==> src/rtl/hz_pkg.sv <==
// Shared constants and types for the stall/flush controller.
// Assumes a 6-bit major opcode and a 32-entry register file.
package hz_pkg;
    localparam int OPC_W  = 6;
    localparam int RIDX_W = 5;

    localparam logic [OPC_W-1:0] OPC_RTYPE = 6'h00;
    localparam logic [OPC_W-1:0] OPC_JUMP  = 6'h02;
    localparam logic [OPC_W-1:0] OPC_JAL   = 6'h03;
    localparam logic [OPC_W-1:0] OPC_BEQ   = 6'h04;
    localparam logic [OPC_W-1:0] OPC_LOAD  = 6'h23;
    localparam logic [OPC_W-1:0] OPC_STORE = 6'h2B;

    // Control bundle driven to the pipeline registers
    typedef struct packed {
        logic pc_hold;
        logic pc_redirect;
        logic ifid_hold;
        logic ifid_clear;
        logic idex_clear;
        logic exmem_clear;
    } hz_ctl_t;
endpackage

==> src/rtl/hz_operand_use.sv <==
// Decodes which source specifiers the decode-stage instruction really reads.
// Assumes: jumps read nothing, loads and immediate ALU ops read only rs,
// register ALU ops, stores and equality branches read both rs and rt.
module hz_operand_use #(
    parameter int OP_W = hz_pkg::OPC_W
) (
    input  logic [OP_W-1:0] opcode,
    output logic            reads_rs,
    output logic            reads_rt
);
    import hz_pkg::*;

    // Map the opcode onto the two operand-read flags
    always_comb begin
        reads_rs = 1'b1;
        reads_rt = 1'b0;
        case (opcode)
            OPC_RTYPE, OPC_STORE, OPC_BEQ: reads_rt = 1'b1;
            OPC_JUMP, OPC_JAL:             reads_rs = 1'b0;
            default:                       reads_rt = 1'b0;
        endcase
    end
endmodule

==> src/rtl/hz_loaduse_detect.sv <==
// Flags a load-use dependency between the ID/EX load and the IF/ID reader.
// Assumes the load destination is valid only while ld_valid is high;
// register 0 is hard-wired and never creates a dependency.
module hz_loaduse_detect #(
    parameter int RW   = hz_pkg::RIDX_W,
    parameter int NSRC = 2
) (
    input  logic [NSRC-1:0][RW-1:0] src_idx,
    input  logic [NSRC-1:0]         src_used,
    input  logic                    ld_valid,
    input  logic [RW-1:0]           ld_dst,
    output logic                    stall
);
    logic [NSRC-1:0] hit;

    // One comparator per source operand
    for (genvar g = 0; g < NSRC; g++) begin : g_cmp
        assign hit[g] = src_used[g] && (src_idx[g] == ld_dst);
    end

    // Combine hits, masking the zero register
    assign stall = ld_valid && (ld_dst != '0) && (|hit);
endmodule

==> src/rtl/hz_ctrl_arbiter.sv <==
// Turns stall and flush requests into hold/clear controls.
// Flush has priority; reset forces every control inactive.
module hz_ctrl_arbiter (
    input  logic            rst_n,
    input  logic            stall,
    input  logic            flush,
    output hz_pkg::hz_ctl_t ctl
);
    // Priority selection: reset, then flush, then stall
    always_comb begin
        ctl = '0;
        if (!rst_n) begin
            ctl = '0;
        end else if (flush) begin
            ctl.pc_redirect = 1'b1;
            ctl.ifid_clear  = 1'b1;
            ctl.idex_clear  = 1'b1;
            ctl.exmem_clear = 1'b1;
        end else if (stall) begin
            ctl.pc_hold    = 1'b1;
            ctl.ifid_hold  = 1'b1;
            ctl.idex_clear = 1'b1;
        end
    end
endmodule

==> src/rtl/pipe_hazard_ctrl.sv <==
// Hazard controller for a five-stage pipeline: one-cycle load-use stall
// detected in decode, and a three-register flush for branches and jumps
// resolved in MEM (assume not taken). Outputs are combinational and are
// consumed by the pipeline registers at the next clock edge.
module pipe_hazard_ctrl #(
    parameter int OP_W = hz_pkg::OPC_W,
    parameter int RW   = hz_pkg::RIDX_W
) (
    input  logic            clk,
    input  logic            rst_n,
    input  logic [OP_W-1:0] id_opcode,
    input  logic [RW-1:0]   id_rs,
    input  logic [RW-1:0]   id_rt,
    input  logic            ex_is_load,
    input  logic [RW-1:0]   ex_load_dst,
    input  logic            mem_br_taken,
    input  logic            mem_jump,
    output logic            pc_hold,
    output logic            pc_redirect,
    output logic            ifid_hold,
    output logic            ifid_clear,
    output logic            idex_clear,
    output logic            exmem_clear
);
    localparam int NSRC = 2;

    logic                    use_rs, use_rt;
    logic [NSRC-1:0][RW-1:0] src_idx;
    logic [NSRC-1:0]         src_used;
    logic                    stall_req, flush_req;
    hz_pkg::hz_ctl_t         ctl;

    hz_operand_use #(.OP_W(OP_W)) u_use (
        .opcode   (id_opcode),
        .reads_rs (use_rs),
        .reads_rt (use_rt)
    );

    // Pack source operands in a fixed order: index 0 is rs, index 1 is rt
    assign src_idx  = {id_rt, id_rs};
    assign src_used = {use_rt, use_rs};

    hz_loaduse_detect #(.RW(RW), .NSRC(NSRC)) u_det (
        .src_idx  (src_idx),
        .src_used (src_used),
        .ld_valid (ex_is_load),
        .ld_dst   (ex_load_dst),
        .stall    (stall_req)
    );

    // A taken branch or any jump in MEM flushes the younger stages
    assign flush_req = mem_br_taken | mem_jump;

    hz_ctrl_arbiter u_arb (
        .rst_n (rst_n),
        .stall (stall_req),
        .flush (flush_req),
        .ctl   (ctl)
    );

    assign pc_hold     = ctl.pc_hold;
    assign pc_redirect = ctl.pc_redirect;
    assign ifid_hold   = ctl.ifid_hold;
    assign ifid_clear  = ctl.ifid_clear;
    assign idex_clear  = ctl.idex_clear;
    assign exmem_clear = ctl.exmem_clear;

    AST_STALL_SHAPE: assert property (@(posedge clk) disable iff (!rst_n)
        pc_hold |-> (ifid_hold && idex_clear && !exmem_clear && !ifid_clear));
    AST_ZERO_DST_QUIET: assert property (@(posedge clk) disable iff (!rst_n)
        (ex_load_dst == '0 && !mem_br_taken && !mem_jump) |-> !pc_hold);
    AST_NO_LOAD_NO_HOLD: assert property (@(posedge clk) disable iff (!rst_n)
        !ex_is_load |-> (!pc_hold && !ifid_hold));
    AST_FLUSH_CLEARS: assert property (@(posedge clk) disable iff (!rst_n)
        (mem_br_taken || mem_jump) |-> (pc_redirect && ifid_clear && idex_clear && exmem_clear));
    AST_FLUSH_WINS: assert property (@(posedge clk) disable iff (!rst_n)
        (mem_br_taken || mem_jump) |-> (!pc_hold && !ifid_hold));
    AST_JUMP_NO_STALL: assert property (@(posedge clk) disable iff (!rst_n)
        (id_opcode == hz_pkg::OPC_JUMP && !mem_br_taken && !mem_jump) |-> !ifid_hold);
endmodule

==> config.mk <==
export PLATFORM = sky130hd
export DESIGN_NAME = pipe_hazard_ctrl
export DESIGN_NICKNAME = d
export VERILOG_FILES = /design/src/rtl/hz_pkg.sv /design/src/rtl/hz_operand_use.sv /design/src/rtl/hz_loaduse_detect.sv /design/src/rtl/hz_ctrl_arbiter.sv /design/src/rtl/pipe_hazard_ctrl.sv
export SDC_FILE = /design/constraint.sdc
export NUM_CORES = 1
export LEC_CHECK = 0
export BUFFER_PORTS_ARGS = -buffer_cell sky130_fd_sc_hd__buf_2
export CAP_MARGIN = 30
export CORE_AREA = 2 2 39 41
export DETAILED_ROUTE_END_ITERATION = 12
export DIE_AREA = 0 0 41 43
export PLACE_DENSITY_LB_ADDON = 0.25
export SLEW_MARGIN = 20
export SYNTH_ARGS = -nofsm -noshare
export SYNTH_HDL_FRONTEND = slang
export SYNTH_SLANG_ARGS = --single-unit
==> constraint.sdc <==
create_clock -name vclk -period 4.9
set_input_delay 0.735 -clock vclk [all_inputs]
set_output_delay 0.735 -clock vclk [all_outputs]
set_load 0.01 [all_outputs]
# Yosys cells after proc, flatten, opt, wreduce, memory -nomap -nowiden
# Cells that the tools add are included.
# totals
in_bits,26
regBits,0
elab_cells,23
out_inout_bits,6
# op_classes
reduce_logical,9
eq_ne,6
n_bitwise,1
muxes,7
# ops
op,count
6-bit by 2-bit equality test with 1-bit output (second input constant),2
5-bit equality test,2
6-bit by 3-bit equality test with 1-bit output (second input constant),1
6-bit equality test (second input constant),1
6-bit logical NOT,1
1-bit two-way mux,6
6-bit two-way mux,1
5-bit nonzero test,1
1-bit logical AND,4
2-bit OR reduction,2
3-bit OR reduction,1
1-bit OR,1

# Logic depth before layout (Yosys ltp)
# logic_depth
ltp_word,9
depth_mapped,5
mapped_depth_nobuf,4

# By module
# From an unflattened synthesis, not the netlist that was laid out.
# hier_totals
hier_cells,29
area_unflattened_um2,220.2
# by_module_without_submodules
mod,cells_per_inst,seq_area_each_um2,n_inst,area_each_um2
hz_loaduse_detect,17,0.0,1,133.9
hz_ctrl_arbiter,6,0.0,1,46.3
hz_operand_use,5,0.0,1,33.8
pipe_hazard_ctrl,1,0.0,1,6.3

# Least setup slack after synthesis
# No wires, ideal clock.
# synth_timing
path_kind,input-to-output
from,in id_opcode[1]
to,out pc_hold
t_arrival_ps,2137
path_slack_ps,2028
path_buffers,1
t_required_ps,4165
cell_stages,5
cell_sequence,or4_4 o21ai_2 nand3_2 a2111oi_2 buf_4
# synth_via
elab_chain_cells,9
elab_cells_between_ends,16
classes_between,eq/ne: 4; mux: 5; reduce/logical: 7
# synth_rtl
element,line_no,source
from (decl),pipe_hazard_ctrl.sv:11,"input logic [OP_W-1:0] id_opcode,"
"6-bit equality test, or another cell as far along",hz_operand_use.sv:17,case (opcode)
3-bit OR reduction / 2-bit OR reduction (equally long branches),hz_operand_use.sv:17,
1-bit two-way mux,hz_operand_use.sv:17,
1-bit logical AND,hz_loaduse_detect.sv:18,assign hit[g] = src_used[g] && (src_idx[g] == ld_dst);
2-bit OR reduction (*),hz_loaduse_detect.sv:22,assign stall = ld_valid && (ld_dst != '0) && (|hit);
1-bit logical AND (*),hz_loaduse_detect.sv:22,
1-bit two-way mux (*),hz_ctrl_arbiter.sv:19,end else if (stall) begin
1-bit two-way mux (*),hz_ctrl_arbiter.sv:14,end else if (flush) begin
6-bit two-way mux (*),hz_ctrl_arbiter.sv:12,if (!rst_n) begin
to (decl),pipe_hazard_ctrl.sv:18,"output logic pc_hold,"
# Every way passes the cells marked *; elsewhere a longest branch is shown, timed or not.

# Worst setup path after layout
# layout_timing
from,in id_opcode[1]
to,out ifid_hold
# layout_via
elab_chain_cells,9
elab_cells_between_ends,16
classes_between,eq/ne: 4; mux: 5; reduce/logical: 7
# layout_rtl
element,line_no,source
"6-bit equality test, or another cell as far along",hz_operand_use.sv:17,
3-bit OR reduction / 2-bit OR reduction (equally long branches),hz_operand_use.sv:17,
1-bit two-way mux,hz_operand_use.sv:17,
1-bit logical AND,hz_loaduse_detect.sv:18,
2-bit OR reduction (*),hz_loaduse_detect.sv:22,
1-bit logical AND (*),hz_loaduse_detect.sv:22,
1-bit two-way mux (*),hz_ctrl_arbiter.sv:19,
1-bit two-way mux (*),hz_ctrl_arbiter.sv:14,
6-bit two-way mux (*),hz_ctrl_arbiter.sv:12,
to (decl),pipe_hazard_ctrl.sv:20,"output logic ifid_hold,"
# Marked as above.

==> impl_metrics.prom <==
# TYPE chip_impl_metric gauge
chip_impl_info{name="run_status",value="finished, final reports clean"} 1
chip_impl_metric{name="grt_util_all_layers",unit=""} 0.0789
chip_impl_metric{name="post_cts_buffers",unit=""} 0
chip_impl_metric{name="syn_area_per_cell",unit="um2"} 8.19
chip_impl_info{name="yosysTopAreaCell",value="sky130_fd_sc_hd__xor2_1"} 1
chip_impl_metric{name="fin_util",unit=""} 0.294
chip_impl_info{name="cpMostUsedCell",value="sky130_fd_sc_hd__buf_2"} 1
chip_impl_info{name="crit_path_end_kind",value="output pin"} 1
chip_impl_metric{name="finalCriticalPeriod",unit="ps"} 2850
chip_impl_metric{name="top_level_i_o_count",unit=""} 32
chip_impl_metric{name="dieWidth",unit="um"} 41
chip_impl_metric{name="min_period_over_period",unit=""} 0.582
chip_impl_metric{name="firstDrtPassIters",unit=""} 2
chip_impl_metric{name="nFlopsAndLatches",unit=""} 0
chip_impl_metric{name="register_area",unit="um2"} 0
chip_impl_metric{name="totalNegativeSetupSlack",unit="ps"} 0
chip_impl_metric{name="report.final.slew_viol_count",unit=""} 0
chip_impl_info{name="min_path_type",value="in2out"} 1
chip_impl_metric{name="grt_antenna_before_repair",unit=""} 0
chip_impl_metric{name="floorplan_die_area",unit="mm2"} 0.00176
chip_impl_metric{name="stdcell_count",unit=""} 75
chip_impl_metric{name="relative_slew_margins",unit=""} 0.805
chip_impl_metric{name="dp_hpwl",unit="um"} 629
chip_impl_info{name="critical_path.top_delay_family",value="simple AND/OR/NAND/NOR gates"} 1
chip_impl_metric{name="max-cap-violations",unit=""} 0
chip_impl_info{name="min-delay-start",value="mem_br_taken"} 1
chip_impl_metric{name="worstPathArrival",unit="ps"} 2120
chip_impl_metric{name="cellPowerDensity",unit="mW/mm2"} 74.1
chip_impl_metric{name="finalPower",unit="mW"} 0.0301
chip_impl_metric{name="worst-slew-pin-transition",unit="ps"} 292
chip_impl_metric{name="place_ws",unit="ps"} 2040
chip_impl_metric{name="netSwitchingFraction",unit=""} 0.490
chip_impl_metric{name="p_leak",unit="nW"} 0.199
chip_impl_metric{name="synth_seq_area_share",unit=""} 0
chip_impl_metric{name="grt.overflow.total",unit=""} 0
chip_impl_metric{name="setup-violations-final",unit=""} 0
chip_impl_metric{name="comb_power_share",unit=""} 1.000
chip_impl_metric{name="cts_hold_repair.buffers",unit=""} 0
chip_impl_metric{name="fp.dieH",unit="um"} 43
chip_impl_metric{name="detail_route.iter0.violations",unit=""} 1
chip_impl_metric{name="crit_fanout",unit=""} 2
chip_impl_info{name="start_kind",value="input port"} 1
chip_impl_metric{name="cell_area_after_layout",unit="um2"} 407
chip_impl_metric{name="achievable-frequency",unit="MHz"} 351
chip_impl_metric{name="mappedNetlistArea",unit="um2"} 254
chip_impl_info{name="cells_traversed_along_the_worst_timing_path",value="buf_2 -> or4_4 -> o21ai_2 -> nand3_2 -> a2111oi_2 -> buf_2"} 1
chip_impl_metric{name="worst_ir_drop_vdd",unit="mV"} 0.0252
chip_impl_metric{name="nFillCells",unit=""} 158
chip_impl_metric{name="power.sequential.fraction",unit=""} 0
chip_impl_metric{name="final_layout_size_suffix_gt1_frac",unit=""} 0.610
chip_impl_metric{name="cpPeakStageDelay",unit="ps"} 520
chip_impl_metric{name="diodes",unit=""} 0
chip_impl_metric{name="hold_viol_final",unit=""} 0
chip_impl_metric{name="num-nets-final",unit=""} 87
chip_impl_info{name="rsz0062_at_grt",value="false"} 1
chip_impl_metric{name="routabilityCongestion",unit=""} 0.664
chip_impl_metric{name="detail_route.drc_violations",unit=""} 0
chip_impl_info{name="post_synth_main_area_contributors",value="sky130_fd_sc_hd__xor2_1, sky130_fd_sc_hd__buf_4, sky130_fd_sc_hd__nor4_4, sky130_fd_sc_hd__xnor2_1, sky130_fd_sc_hd__a2111oi_2"} 1
chip_impl_metric{name="post_synth_top_area_share",unit=""} 0.276
chip_impl_metric{name="wl",unit="um"} 648
chip_impl_metric{name="synth_warnings",unit=""} 0
chip_impl_metric{name="avgViaCountPerCell",unit=""} 4.29
chip_impl_metric{name="rows",unit=""} 14
chip_impl_metric{name="coreArea",unit="mm2"} 0.00138
chip_impl_metric{name="fin_worst_hold_slack",unit="ps"} 1730
chip_impl_metric{name="maximum_number_of_pins_on_one_net_before_global_route_repair",unit=""} 4
chip_impl_metric{name="total_number_of_vias",unit=""} 322
chip_impl_metric{name="ant_nets",unit=""} 0
chip_impl_metric{name="number_of_buffer_cells_added_on_primary_ports",unit=""} 31
chip_impl_metric{name="grt_pass1_wl",unit="mm"} 1.07
chip_impl_metric{name="place.detailed.instances",unit=""} 75
chip_impl_metric{name="setup_slack",unit="ps"} 2050
chip_impl_metric{name="power.internal",unit="mW"} 0.0154
chip_impl_info{name="post-synth-top-count-cell",value="sky130_fd_sc_hd__xor2_1"} 1
chip_impl_metric{name="worstPathBufferInverterCount",unit=""} 2
chip_impl_metric{name="first_global_vias",unit=""} 313
chip_impl_info{name="setup.worst_path.class",value="in2out"} 1
chip_impl_metric{name="multi_input_comb_area",unit="um2"} 224
chip_impl_metric{name="cp_required",unit="ps"} 4160
chip_impl_info{name="timing.hold.worst_endpoint",value="pc_hold"} 1
chip_impl_metric{name="clock_power_share",unit=""} 0
chip_impl_metric{name="resized_gates_after_cts",unit=""} 0
chip_impl_metric{name="start_util",unit=""} 0.184
chip_impl_metric{name="place_area",unit="um2"} 407
chip_impl_metric{name="syn_nets",unit=""} 57
chip_impl_metric{name="synth_to_final_area_change",unit="%"} 60.1
chip_impl_metric{name="yosysUniqueCellTypes",unit=""} 19
chip_impl_metric{name="netlist_instances",unit=""} 31
chip_impl_metric{name="net-switching-power",unit="mW"} 0.0148
chip_impl_metric{name="hold-path-cell-count",unit=""} 3
chip_impl_metric{name="final.clkbuf_count",unit=""} 0
chip_impl_metric{name="average_routed_wire_per_standard_cell",unit="um"} 8.64
chip_impl_info{name="crit_path_top_delay_cell",value="sky130_fd_sc_hd__or4_4"} 1
chip_impl_info{name="netlist_top_cells_count",value="sky130_fd_sc_hd__xor2_1, sky130_fd_sc_hd__buf_4, sky130_fd_sc_hd__inv_1, sky130_fd_sc_hd__nand4_1, sky130_fd_sc_hd__xnor2_1"} 1
-- kinds of logic after synthesis --
group	after synthesis	synth area share
compound gates	5	0.182
xor+xnor	10	0.345
buf+inv	5	0.118
simple gates	11	0.355
-- metal layers --
layer	part of all wire	vias up	track usage
li1	-	169	-
met1	0.40	135	0.0918
met2	0.47	18	0.153
met3	0.13	0	0.00524
met4	0	0	0
met5	0	-	0
-- worst min-delay path, delay by kind of cell --
family | cells | cell delay, ps
buf+inv | 2 | 220
compound gates | 1 | 40
-- area by class of cell --
cell class | count | area share
Timing Repair Buffer | 31 | 0.382
Inverter | 2 | 0.0185
Multi-Input combinational cell | 26 | 0.551
Tap cell | 16 | 0.0492
-- power groups by stage --
stage | clock, mW | combinational (mW) | sequential [mW]
2_1_floorplan | 0 | 0.0159 | 0
3_3_place_gp | 0 | 0.0306 | 0
3_5_place_dp | 0 | 0.0307 | 0
4_1_cts | 0 | 0.0308 | 0
5_1_grt | 0 | 0.0340 | 0
6_report | 0 | 0.0301 | 0
-- cell usage in the layout (no fill, tap or decap) --
cell,Yosys,routed
sky130_fd_sc_hd__buf_2,0,31
sky130_fd_sc_hd__xor2_1,8,8
sky130_fd_sc_hd__inv_1,2,2
sky130_fd_sc_hd__xnor2_1,2,2
sky130_fd_sc_hd__nand4_1,2,2
sky130_fd_sc_hd__or3_1,1,1
sky130_fd_sc_hd__o311a_1,1,1
sky130_fd_sc_hd__or2b_1,1,1
sky130_fd_sc_hd__or4_1,1,1
sky130_fd_sc_hd__nor3_1,1,1
sky130_fd_sc_hd__nor4_4,1,1
sky130_fd_sc_hd__nor2_1,1,1
sky130_fd_sc_hd__nand3_1,1,1
sky130_fd_sc_hd__or4_4,1,1
sky130_fd_sc_hd__o21ai_2,1,1
sky130_fd_sc_hd__o21ai_0,1,1
sky130_fd_sc_hd__o211ai_1,1,1
sky130_fd_sc_hd__nand3_2,1,1
sky130_fd_sc_hd__a2111oi_2,1,1
-- how the worst max path moves through the flow --
stage                     slack [ps]         start         to  depth (start not counted)
final                           2050  id_opcode[1]  ifid_hold                          6
after global routing            1980  id_opcode[1]    pc_hold                          6
after CTS                       2040  id_opcode[1]    pc_hold                          6
after detailed placement        2040  id_opcode[1]    pc_hold                          6
after global placement          2050  id_opcode[1]  ifid_hold                          6
after floorplan                 2030  id_opcode[1]    pc_hold                          5
Note: power is estimated with default switching activity, not from simulation.
